**config.mk**
```make
export PLATFORM = sky130hd
export DESIGN_NAME = setup_cfg_bank
export DESIGN_NICKNAME = d
export VERILOG_FILES = /design/src/rtl/setup_cfg_pkg.sv /design/src/rtl/setup_cfg_regs.sv /design/src/rtl/setup_cfg_status_mux.sv /design/src/rtl/setup_cfg_window.sv /design/src/rtl/setup_cfg_bank.sv
export SDC_FILE = /design/constraint.sdc
export NUM_CORES = 1
export LEC_CHECK = 0
export BUFFER_PORTS_ARGS = -buffer_cell sky130_fd_sc_hd__buf_2
export CAP_MARGIN = 0
export CORE_MARGIN = 5
export CORE_UTILIZATION = 25
export CTS_CLUSTER_DIAMETER = 150
export DETAILED_ROUTE_END_ITERATION = 10
export PLACE_DENSITY = 0.57
export SYNTH_ARGS = -nofsm -noshare
export SYNTH_HDL_FRONTEND = slang
export SYNTH_SLANG_ARGS = --single-unit
```
**constraint.sdc**
```tcl
create_clock -name clk -period 4.4 [get_ports clk]
set_input_delay 0 -clock clk [delete_from_list [all_inputs] [get_ports clk]]
set_output_delay 0 -clock clk [all_outputs]
set_load 0.01 [all_outputs]
```
**src/rtl/setup_cfg_pkg.sv**
```systemverilog
package setup_cfg_pkg;
  localparam int SLOTS   = 4;
  localparam int PD_W    = 4;
  localparam int IDX_W   = 3;
  localparam int DATA_W  = 8;
  localparam int PORTA_W = 16;

  typedef struct packed {
    logic       out_only;
    logic [1:0] sel;
    logic       pp_on;
    logic       fdd_on;
    logic       master;
  } portctl_t;

  typedef struct packed {
    logic       burst_off;
    logic       fair_on;
    logic [3:0] arb;
  } fddctl_t;

  // Readback image of the port-control register: fixed 1 at bit 3, 0 at bit 2.
  function automatic logic [DATA_W-1:0] portctl_byte(input portctl_t p);
    return {p.out_only, p.sel, p.pp_on, 1'b1, 1'b0, p.fdd_on, p.master};
  endfunction

  // Returns {base, last} of the parallel port I/O window.
  function automatic logic [2*PORTA_W-1:0] pport_window(input logic [1:0] sel,
                                                       input logic dma);
    logic [2*PORTA_W-1:0] w;
    case (sel)
      2'b00:   w = dma ? {16'h1278, 16'h127D} : {16'h03BC, 16'h03BF};
      2'b01:   w = {16'h0378, 16'h037D};
      2'b10:   w = {16'h0278, 16'h027D};
      default: w = {16'h1378, 16'h137D};
    endcase
    return w;
  endfunction
endpackage

```
**src/rtl/setup_cfg_regs.sv**
```systemverilog
module setup_cfg_regs
  import setup_cfg_pkg::*;
#(
  parameter int FDD_ARB_RESET = 2
) (
  input  logic                 clk,
  input  logic                 rst_n,
  input  logic                 wr_ctl,
  input  logic                 wr_idx,
  input  logic                 wr_fdd,
  input  logic                 wr_pp,
  input  logic [DATA_W-1:0]    wdata,
  output portctl_t             ctl,
  output logic [IDX_W-1:0]     idx,
  output fddctl_t              fdd,
  output logic [3:0]           pp_arb
);
  always_ff @(posedge clk or negedge rst_n) begin
    if (!rst_n) begin
      ctl    <= '0;
      idx    <= '0;
      fdd    <= '{burst_off: 1'b0, fair_on: 1'b0, arb: 4'(FDD_ARB_RESET)};
      pp_arb <= '0;
    end else begin
      if (wr_ctl)
        ctl <= '{out_only: wdata[7], sel: wdata[6:5], pp_on: wdata[4],
                 fdd_on: wdata[1], master: wdata[0]};
      if (wr_idx && wdata[0])
        idx <= wdata[4:2];
      if (wr_fdd)
        fdd <= '{burst_off: wdata[5], fair_on: wdata[4], arb: wdata[3:0]};
      if (wr_pp)
        pp_arb <= wdata[3:0];
    end
  end
endmodule

```
**src/rtl/setup_cfg_status_mux.sv**
```systemverilog
module setup_cfg_status_mux
  import setup_cfg_pkg::*;
(
  input  logic [IDX_W-1:0]      idx,
  input  logic [SLOTS*PD_W-1:0] pd_a,
  input  logic [SLOTS*PD_W-1:0] pd_b,
  input  logic [SLOTS-1:0]      par_a,
  input  logic [SLOTS-1:0]      par_b,
  input  logic                  ua_status,
  input  logic [3:0]            panel_id,
  output logic [DATA_W-1:0]     status
);
  logic [2*SLOTS-1:0] par_byte;

  for (genvar k = 0; k < SLOTS; k++) begin : g_par
    assign par_byte[2*k]   = par_a[k];
    assign par_byte[2*k+1] = par_b[k];
  end

  always_comb begin
    case (idx)
      3'd0, 3'd1, 3'd2, 3'd3:
        status = {pd_b[{idx[1:0], 2'b00} +: PD_W], pd_a[{idx[1:0], 2'b00} +: PD_W]};
      3'd4:    status = par_byte;
      3'd7:    status = {3'b000, ua_status, panel_id};
      default: status = 8'hFF;
    endcase
  end
endmodule

```
**src/rtl/setup_cfg_window.sv**
```systemverilog
module setup_cfg_window
  import setup_cfg_pkg::*;
(
  input  logic [1:0]         sel,
  input  logic               dma,
  output logic [PORTA_W-1:0] base,
  output logic [PORTA_W-1:0] last
);
  assign {base, last} = pport_window(sel, dma);
endmodule

```
**src/rtl/setup_cfg_bank.sv**
```systemverilog
module setup_cfg_bank
  import setup_cfg_pkg::*;
#(
  parameter int ADDR_W        = 3,
  parameter int FDD_ARB_RESET = 2
) (
  input  logic                  clk,
  input  logic                  rst_n,
  input  logic                  setup_mode,
  input  logic [ADDR_W-1:0]     bus_addr,
  input  logic                  wr_en,
  input  logic                  rd_en,
  input  logic [7:0]            wdata,
  output logic [7:0]            rdata,
  input  logic [15:0]           pd_a,
  input  logic [15:0]           pd_b,
  input  logic [3:0]            par_a,
  input  logic [3:0]            par_b,
  input  logic                  ua_status,
  input  logic [3:0]            panel_id,
  input  logic                  pport_dma,
  output logic                  serial_en,
  output logic                  fdd_en,
  output logic                  pport_en,
  output logic                  pport_out_only,
  output logic [15:0]           pport_base,
  output logic [15:0]           pport_last,
  output logic                  fdd_burst_en,
  output logic                  fdd_fair_en,
  output logic [3:0]            fdd_arb,
  output logic [3:0]            pport_arb
);
  // Named internal events, visible to the bound checker.
  logic wr_accept, rd_accept;
  logic hit_ctl, hit_idx, hit_fdd, hit_pp;

  portctl_t          ctl;
  fddctl_t           fdd;
  logic [IDX_W-1:0]  idx;
  logic [3:0]        pp_arb_q;
  logic [DATA_W-1:0] status_byte;
  logic [DATA_W-1:0] rd_value;

  assign wr_accept = wr_en && setup_mode;
  assign rd_accept = rd_en && setup_mode;
  assign hit_ctl   = (bus_addr == ADDR_W'(2));
  assign hit_idx   = (bus_addr == ADDR_W'(3));
  assign hit_fdd   = (bus_addr == ADDR_W'(4));
  assign hit_pp    = (bus_addr == ADDR_W'(5));

  setup_cfg_regs #(.FDD_ARB_RESET(FDD_ARB_RESET)) u_regs (
    .clk    (clk),
    .rst_n  (rst_n),
    .wr_ctl (wr_accept && hit_ctl),
    .wr_idx (wr_accept && hit_idx),
    .wr_fdd (wr_accept && hit_fdd),
    .wr_pp  (wr_accept && hit_pp),
    .wdata  (wdata),
    .ctl    (ctl),
    .idx    (idx),
    .fdd    (fdd),
    .pp_arb (pp_arb_q)
  );

  setup_cfg_status_mux u_status (
    .idx       (idx),
    .pd_a      (pd_a),
    .pd_b      (pd_b),
    .par_a     (par_a),
    .par_b     (par_b),
    .ua_status (ua_status),
    .panel_id  (panel_id),
    .status    (status_byte)
  );

  setup_cfg_window u_window (
    .sel  (ctl.sel),
    .dma  (pport_dma),
    .base (pport_base),
    .last (pport_last)
  );

  always_comb begin
    if (!setup_mode)   rd_value = 8'hFF;
    else if (hit_ctl)  rd_value = portctl_byte(ctl);
    else if (hit_idx)  rd_value = status_byte;
    else if (hit_fdd)  rd_value = {2'b00, fdd};
    else if (hit_pp)   rd_value = {4'h0, pp_arb_q};
    else               rd_value = 8'hFF;
  end

  always_ff @(posedge clk or negedge rst_n) begin
    if (!rst_n)     rdata <= '0;
    else if (rd_en) rdata <= rd_value;
  end

  assign serial_en      = ctl.master;
  assign fdd_en         = ctl.fdd_on & ctl.master;
  assign pport_en       = ctl.pp_on & ctl.master;
  assign pport_out_only = ctl.out_only;
  assign fdd_burst_en   = ~fdd.burst_off;
  assign fdd_fair_en    = fdd.fair_on;
  assign fdd_arb        = fdd.arb;
  assign pport_arb      = pp_arb_q;
endmodule

```
# Yosys cells after proc, flatten, opt, wreduce, memory -nomap -nowiden
# Cells that the tools add are included.
op_classes:
  n_eq_ne: 11
  n_shift: 2
  n_mux: 8
  reduce_logical: 9
  bitwise: 3
ops:
  columns: ["op", "count"]
  rows:
  - ["$pmux 32 s3", 1]
  - ["$mux 8", 5]
  - ["$shiftx 16x5->4", 2]
  - ["$mux 29", 1]
  - ["$pmux 8 s3", 1]
  - ["$eq 3x2->1 const B", 4]
  - ["$eq 3x3->1 const B", 4]
  - ["$logic_and 1x1->1", 6]
  - ["$reduce_or 4->1", 1]
  - ["$eq 3x1->1 const B", 1]
  - ["$logic_not 3->1", 1]
  - ["$and 1x1->1", 2]
  - ["$eq 2x1->1 const B", 1]
  - ["$eq 2x2->1 const B", 1]
  - ["$logic_not 2->1", 1]
  - ["$not 1->1", 1]
word_totals:
  inputBits: 62
  regBits: 27
  output_inout_bits: 54

# Logic depth before layout (Yosys ltp)
# Gate-level depths: netlist of run 1.
logic_depth:
  ltp_word: 6
  depth_mapped: 7
  depth_no_buf: 6

# Cells and area by module
# From an unflattened synthesis of run 1, not the netlist that was laid out.
unflattened:
  hier_cells: 194
  area_unflattened_um2: 1984.4
modules_own_cells:
  columns: ["mod", "cells_each", "instances", "area_each_um2", "seq_area_each_um2"]
  rows:
  - ["setup_cfg_regs", 41, 1, 730.7, 476.7]
  - ["setup_cfg_bank", 68, 1, 586.8, 200.2]
  - ["setup_cfg_status_mux", 46, 1, 379.1, 0.0]
  - ["setup_cfg_window", 39, 1, 287.8, 0.0]

# Worst setup path after synthesis of run 1
# Ideal clock, no wire load.
synth_timing:
  kind: "reg-to-reg"
  start: "register u_regs.idx[0]"
  end: "register rdata[4]"
  path_stages_with_launch: 6
  t_required_ns: 4.274
  arrival_ns: 1.417
  synth_period_minus_slack_ns: 1.543
  path_slack_ns: 2.857
  path_buffers: 1
  path_cell_list: "dfrtp_1 > buf_6 > mux2_4 > a221oi_2 > o211ai_1 > a221o_1"
synth_between:
  elab_chain_cells: 6
  word_cells_on_any_way: 12
  cone_classes: "eq/ne (5); shift (1); mux (4); reduce/logical (2)"
synth_rtl:
  columns: ["element", "line_no", "source"]
  rows:
  - ["from (decl)", "setup_cfg_regs.sv:14", "output logic [IDX_W-1:0] idx,"]
  - ["from (signal assigned)", "setup_cfg_regs.sv:29", "idx <= wdata[4:2];"]
  - ["parallel branches: the longest is 2 deep, another holds $shiftx 16x5->4", null, null]
  - ["$pmux 8 s3 *", "setup_cfg_status_mux.sv:21", "case (idx)"]
  - ["$mux 8 *", "setup_cfg_bank.sv:86", "else if (hit_idx) rd_value = status_byte;"]
  - ["$mux 8 *", "setup_cfg_bank.sv:85", "else if (hit_ctl) rd_value = portctl_byte(ctl);"]
  - ["$mux 8 *", "setup_cfg_bank.sv:84", "if (!setup_mode) rd_value = 8'hFF;"]
  - ["to (signal assigned)", "setup_cfg_bank.sv:94", "else if (rd_en) rdata <= rd_value;"]
  - ["to (decl)", "setup_cfg_bank.sv:14", "output logic [7:0] rdata,"]
# Mark *: on every way between the ends.
# A chain may end at the register's enable or synchronous reset.

# Worst setup path in the final report of run 1
# Ends and elaborated chain as after synthesis.

==> results of run 1 <==
[cells in the mapped netlist, drive strengths merged, types with 2 or more instances]
library cell,number
a31oi,3
o22ai,3
mux4,3
inv,6
nor2,8
mux2,23
nor2b,6
o211a,2
ha,2
nand2,17
mux2i,8
a311oi,2
and2,3
a22oi,4
o21ai,9
dfrtp,26
conb,2
nand3,6
a41o,2
buf,37
clkbuf,3
a32oi,2
a21oi,5
nor3,3
nand2b,4
[stage by stage]
stage | instance area (um2) | std cells
after floorplan | 2090 | 224
final | 2510 | 390
after global placement | 2390 | 379
after CTS | 2510 | 390
after detailed placement | 2390 | 379
after global routing | 2510 | 390
[worst paths after layout]
kind | startpoint | to | slack (ns) | cells past startpoint
worst max-delay path | u_regs.idx[0] | rdata[4] | 2.28 | 4
worst min register to register | rdata[4] | rdata[4] | 0.53 | 1
worst min-delay path | wdata[1] | u_regs.pp_arb[1] | 0.005 | 2
max in group asynchronous | rst_n | rdata[0] | 3.73 | 2
worst max register to register | u_regs.idx[0] | rdata[4] | 2.28 | 4
min in group asynchronous | rst_n | u_regs.fdd[2] | 0.26 | 2
[registers in the layout, summed over array words and instances, names as in the netlist]
signal	count
u_regs.ctl	6
u_regs.pp_arb	4
rdata	8
u_regs.fdd	6
u_regs.idx	3
[worst max-delay path: stages, from the launching register on]
cell,delay (ns)
dfrtp_1,0.88
mux2_2,0.42
a221oi_2,0.27
o211ai_1,0.12
a221o_1,0.32
[cell families (layout without fill, tap and decap cells)]
| family | Yosys count | count (layout) |
|---|---|---|
| AND/OR/NAND/NOR | 51 | 51 |
| buffers and inverters | 46 | 110 |
| AO/OA/AOI/OAI | 41 | 41 |
| multiplexers | 34 | 34 |
| flip-flops | 27 | 27 |
| adder cells (fa/ha/maj) | 2 | 2 |
| other | 2 | 22 |
| XOR/XNOR | 1 | 1 |
[layout make-up]
type | instances | share of cell area
clock buffers | 3 | 0.0164
flip-flops and latches | 27 | 0.270
inverters | 6 | 0.00897
well taps | 102 | 0.0508
clock inverters | 1 | 0.00199
multi-input cells | 151 | 0.439
repair buffers | 100 | 0.213
[metal layers]
metal  up-vias  track usage
li1        854            -
met1       860        0.142
met2        63        0.202
met3         4       0.0231
met4         0      0.00945
met5         -            0
[report_power, final]
group / internal, mW / switching, mW
clock network: 0.0635 / 0.0807
logic: 0.168 / 0.173
registers: 0.296 / 0.0616
total: 0.528 / 0.316
==> metrics.txt, run 1 <==
drt initial violations about 120; Core ar. 7770 um2; worst clock skew about 0.0052 ns; IO buf count a little over 90; Core Util, Final 0.323; Die Area ~10000 um2; power density cells between 300 and 400 nW/um2; final setup TNS 0 ns; VDD IR max between 0.15 and 0.2 mV; post-cts resize count 0; postcts setup bufs 0; Yosys top cell area share 0.323; layout cells sized above 1 0.434; detail-routed via count per cell 4.57; Num CTS Buffers 3; hold buffers post-CTS 7; RSZ-0062 raised after global routing false; I/O pins about 120; FF/Latch Area 677 um2; overall power about 0.84 mW; outcome complete, no violations; Multi-input gate area 1100 um2; Slew HR 0.426; Slew @ Worst Pin 0.859 ns; Fmax 471 MHz; Total Wirelength 5970 um; Synth warnings 0; ANT nets after route 0; compound-cell area share of the yosys netlist 0.153; CTS clk-pin slew, worst paths 0.10 ns; most frequent cells in the layout 93 x buf_2, 26 x dfrtp_1, 22 x mux2_2, 22 x conb_1, 17 x nand2_1; post-synth cell types 45; Final Wtd Congestion about 0.8; DP Worst Slack between 2 and 2.5 ns; Pre-Repair DR Iteration Count 4; antenna fix cells 0; async set-reset flop share out of synthesis 1.00; Initial Util 0.259; met2 wire length 3030 um; Hold Vio Cnt, Final 0; Simple-Gate Fraction of Synth Area 0.127; Mapped Area 2010 um2; # H-tree levels 1; vias in the first global route between 1500 and 2000; area delta synth->final 24.7%; most common cell after layout, fill and taps aside buf_2; met3 wire length 427 um; Fill cells ~850; CTS tree built; Tcrit/Tclk final 0.483; final setup vio count 0; CTS max path bufs 2; per-cell routed wire length roughly 15 um; Final Max Tran Viols 0; Die Y roughly 100 um; post-synthesis mux area share 0.209; critical path type register to register; GR Util All Layers 0.112; Met1 Routed Length between 2000 and 2500 um; Startpoint Class register; Seq/Total Area, Yosys 0.336; post-route worst setup slack between 2 and 2.5 ns; Clock Sinks 27; Synth area leaders dfrtp_1 32%, buf_4 12%, mux2_2 12%, mux2i_1 4.0%, mux4_1 3.9%; Clock Latency Late Sink between 0.2 and 0.3 ns; vias post-DR 1781; GRT Residual Overflow 0; HPWL Detailed ~4900 um; Root Driver clkbuf_8; xor/xnor share of the synthesized area 0.00435; CP arrival 2.29 ns; first-pass GRT wire length approximately 9000 um; Final #Nets about 350; number of synthesized flops with an enable pin 0; post-route DRC violation count 0; Final min period about 2.1 ns; crit-path max FO 20; WHS about 0.0046 ns; Max Used Layer met4; critical path required time 4.56 ns; initial antenna violation count 0; Syn Area/Cell between 9 and 10 um2; largest family of logic cells by synthesized area multiplexers; DIE WIDTH 99.7 um; FP Rows 32; Synth Register Bits 27; Synth Flop Type dfrtp_1; Adder-Cell Fraction of Synth Area 0.0124; area leader, netlist dfrtp_1; pin count of the biggest net entering global routing 28; max-cap violations 0; Gate Count Post-Synth approximately 200; hold crit path type input pin to register; leakage between 1 and 1.5 nW; Critical Path End Type register
(Power assumes the default switching activity.)
==> run 2: changes to the inputs <==
--- a/config.mk
+++ b/config.mk
@@ -11,7 +11,7 @@
 export CORE_UTILIZATION = 25
 export CTS_CLUSTER_DIAMETER = 150
 export DETAILED_ROUTE_END_ITERATION = 10
-export PLACE_DENSITY = 0.57
+export PLACE_DENSITY = 0.58
 export SYNTH_ARGS = -nofsm -noshare
 export SYNTH_HDL_FRONTEND = slang
 export SYNTH_SLANG_ARGS = --single-unit
==> constraint.sdc (replaced) <==
create_clock -name clk -period 1.8 [get_ports clk]
set_input_delay 0 -clock clk [delete_from_list [all_inputs] [get_ports clk]]
set_output_delay 0 -clock clk [all_outputs]
set_load 0.01 [all_outputs]
==> run 2 against run 1 <==
Net effect:
- final cell count rose by 1.8%
- hold slack improved by 0.014 ns
- critical path type unchanged
- combinational power grew to 2.6 times the previous value
- die area unchanged
- via count rose by 2.1%
- critical endpoint is now rdata[5]
- register-to-register slack worse by 2.1 ns
- first-iteration DRC count is 26% higher
- non-clock buffer count grew 7
- global-route usage grew 0.62 points
==> metrics.txt, run 2 (synthesis gave the netlist of run 1 again) <==
switching share of power 0.367; Tcrit/Tclk final 0.901; hold buffers post-CTS 6; crit-path max FO 11; pin count of the biggest net entering global routing 28; Pre-Repair DR Iteration Count 4; Slew @ Worst Pin 0.616 ns; Critical Path End Type register; Clock Latency Late Sink approximately 0.27 ns; CP arrival between 1.5 and 2 ns; final instance area ~2600 um2; final setup vio count 0; Num CTS Buffers 3; vias post-DR about 1800; Hold Vio Cnt, Final 0; GR Util All Layers 0.118; ANT nets after route 0; overall power around 2.1 mW; Root Driver clkbuf_8; outcome complete, no violations; Fill cells approximately 820; leakage roughly 1.2 nW; Core ar. between 7000 and 8000 um2; Reg power frac 0.402; Top reg by flops rdata; Int Pwr around 1.3 mW; Multi-input gate area 1100 um2; worst clock skew between 0.007 and 0.008 ns; hold crit path type input pin to register; detail-routed via count per cell roughly 4.6; RSZ-0062 raised after global routing false; Total Wirelength 6040 um; Initial Util 0.259; GRT Residual Overflow 0; WHS roughly 0.019 ns; initial antenna violation count 0; post-cts resize count 0; Clock Sinks 27; first-pass GRT wire length 9340 um; per-cell routed wire length between 15 and 20 um; max-cap violations 0; most frequent cells in the layout 93 x buf_2, 26 x dfrtp_1, 22 x mux2_2, 22 x conb_1, 17 x nand2_1; # H-tree levels 1; P_sw ~0.76 mW; flip-flop count of the largest register after layout 8; area delta synth->final 27.2%; Final min period around 1.6 ns; drt initial violations ~160; Logic pwr share 0.433; I/O pins approximately 120; CTS clk-pin slew, worst paths around 0.090 ns; critical path type register to register; FF/Latch Area between 600 and 700 um2; post-route DRC violation count 0; layout cells sized above 1 0.447; Slew HR 0.590; Die Y between 90 and 100 um; power density cells just over 800 nW/um2; IO buf count 93; most common cell after layout, fill and taps aside buf_2; clock share of power 0.165; postcts setup bufs 0; critical path required time 1.97 ns; VDD IR max between 0.4 and 0.5 mV; HPWL Detailed 5090 um; Final #Nets 360; antenna fix cells 0; vias in the first global route roughly 1900; placed cell area about 2500 um2; CTS max path bufs 2; DIE WIDTH ~100 um; final setup TNS 0 ns; Die Area between 9000 and 10000 um2; Startpoint Class register; Fmax 616 MHz; top flop regs rdata x8, u_regs.ctl x6, u_regs.fdd x6; Final Max Tran Viols 0; Final Wtd Congestion just over 0.8; CTS tree built; FP Rows 32
==> run 2: path summary, 6_finish.rpt <==
check | to | slack [ns] | cells past startpoint | startpoint
hold reg to reg | rdata[3] | 0.53 | 2 | rdata[3]
min in group asynchronous | u_regs.fdd[5] | 0.26 | 2 | rst_n
hold / removal | u_regs.idx[0] | 0.02 | 2 | wdata[2]
setup reg to reg | rdata[5] | 0.18 | 5 | u_regs.idx[0]
setup / recovery | rdata[5] | 0.18 | 5 | u_regs.idx[0]
max in group asynchronous | u_regs.idx[2] | 1.13 | 2 | rst_n
==> run 2: per-stage QoR <==
step	setup WS, ns	util	cells
after global placement	0.210	0.316	387
final	0.178	0.330	397
after CTS	0.165	0.330	397
after detailed placement	0.187	0.316	387
after floorplan	0.257	-	224
after global routing	0.0312	0.330	397
==> run 2: worst max-delay path, cell delays in order, from the launching register on <==
cell,delay [ns]
dfrtp_1,0.42
buf_4,0.23
mux2_2,0.35
a32oi_1,0.18
nand3_1,0.11
a41o_1,0.23
==> run 2: routing by layer <==
layer / part of all wire / global-route usage / vias to the layer above
li1: - / - / 867
met1: 0.41 / 0.149 / 872
met2: 0.51 / 0.211 / 75
met3: 0.077 / 0.0259 / 4
met4: 0.0051 / 0.0126 / 0
met5: 0 / 0 / -
==> run 2: area by class of cell <==
| type | instances | share of cell area |
|---|---|---|
| clock buffer | 4 | 0.0176 |
| inverter | 6 | 0.00880 |
| multi-input combinational | 151 | 0.431 |
| sequential | 27 | 0.264 |
| tap | 102 | 0.0499 |
| timing repair buffer | 107 | 0.229 |
==> run 2: power groups by stage <==
stage | logic [mW] | clock network [mW] | registers, mW
2_1_floorplan | 0.662 | 0 | 0.830
4_1_cts | 0.917 | 0.358 | 0.837
6_report | 0.903 | 0.344 | 0.837
3_5_place_dp | 0.904 | 0 | 0.849
5_1_grt | 0.998 | 0.386 | 0.857
3_3_place_gp | 0.892 | 0 | 0.842
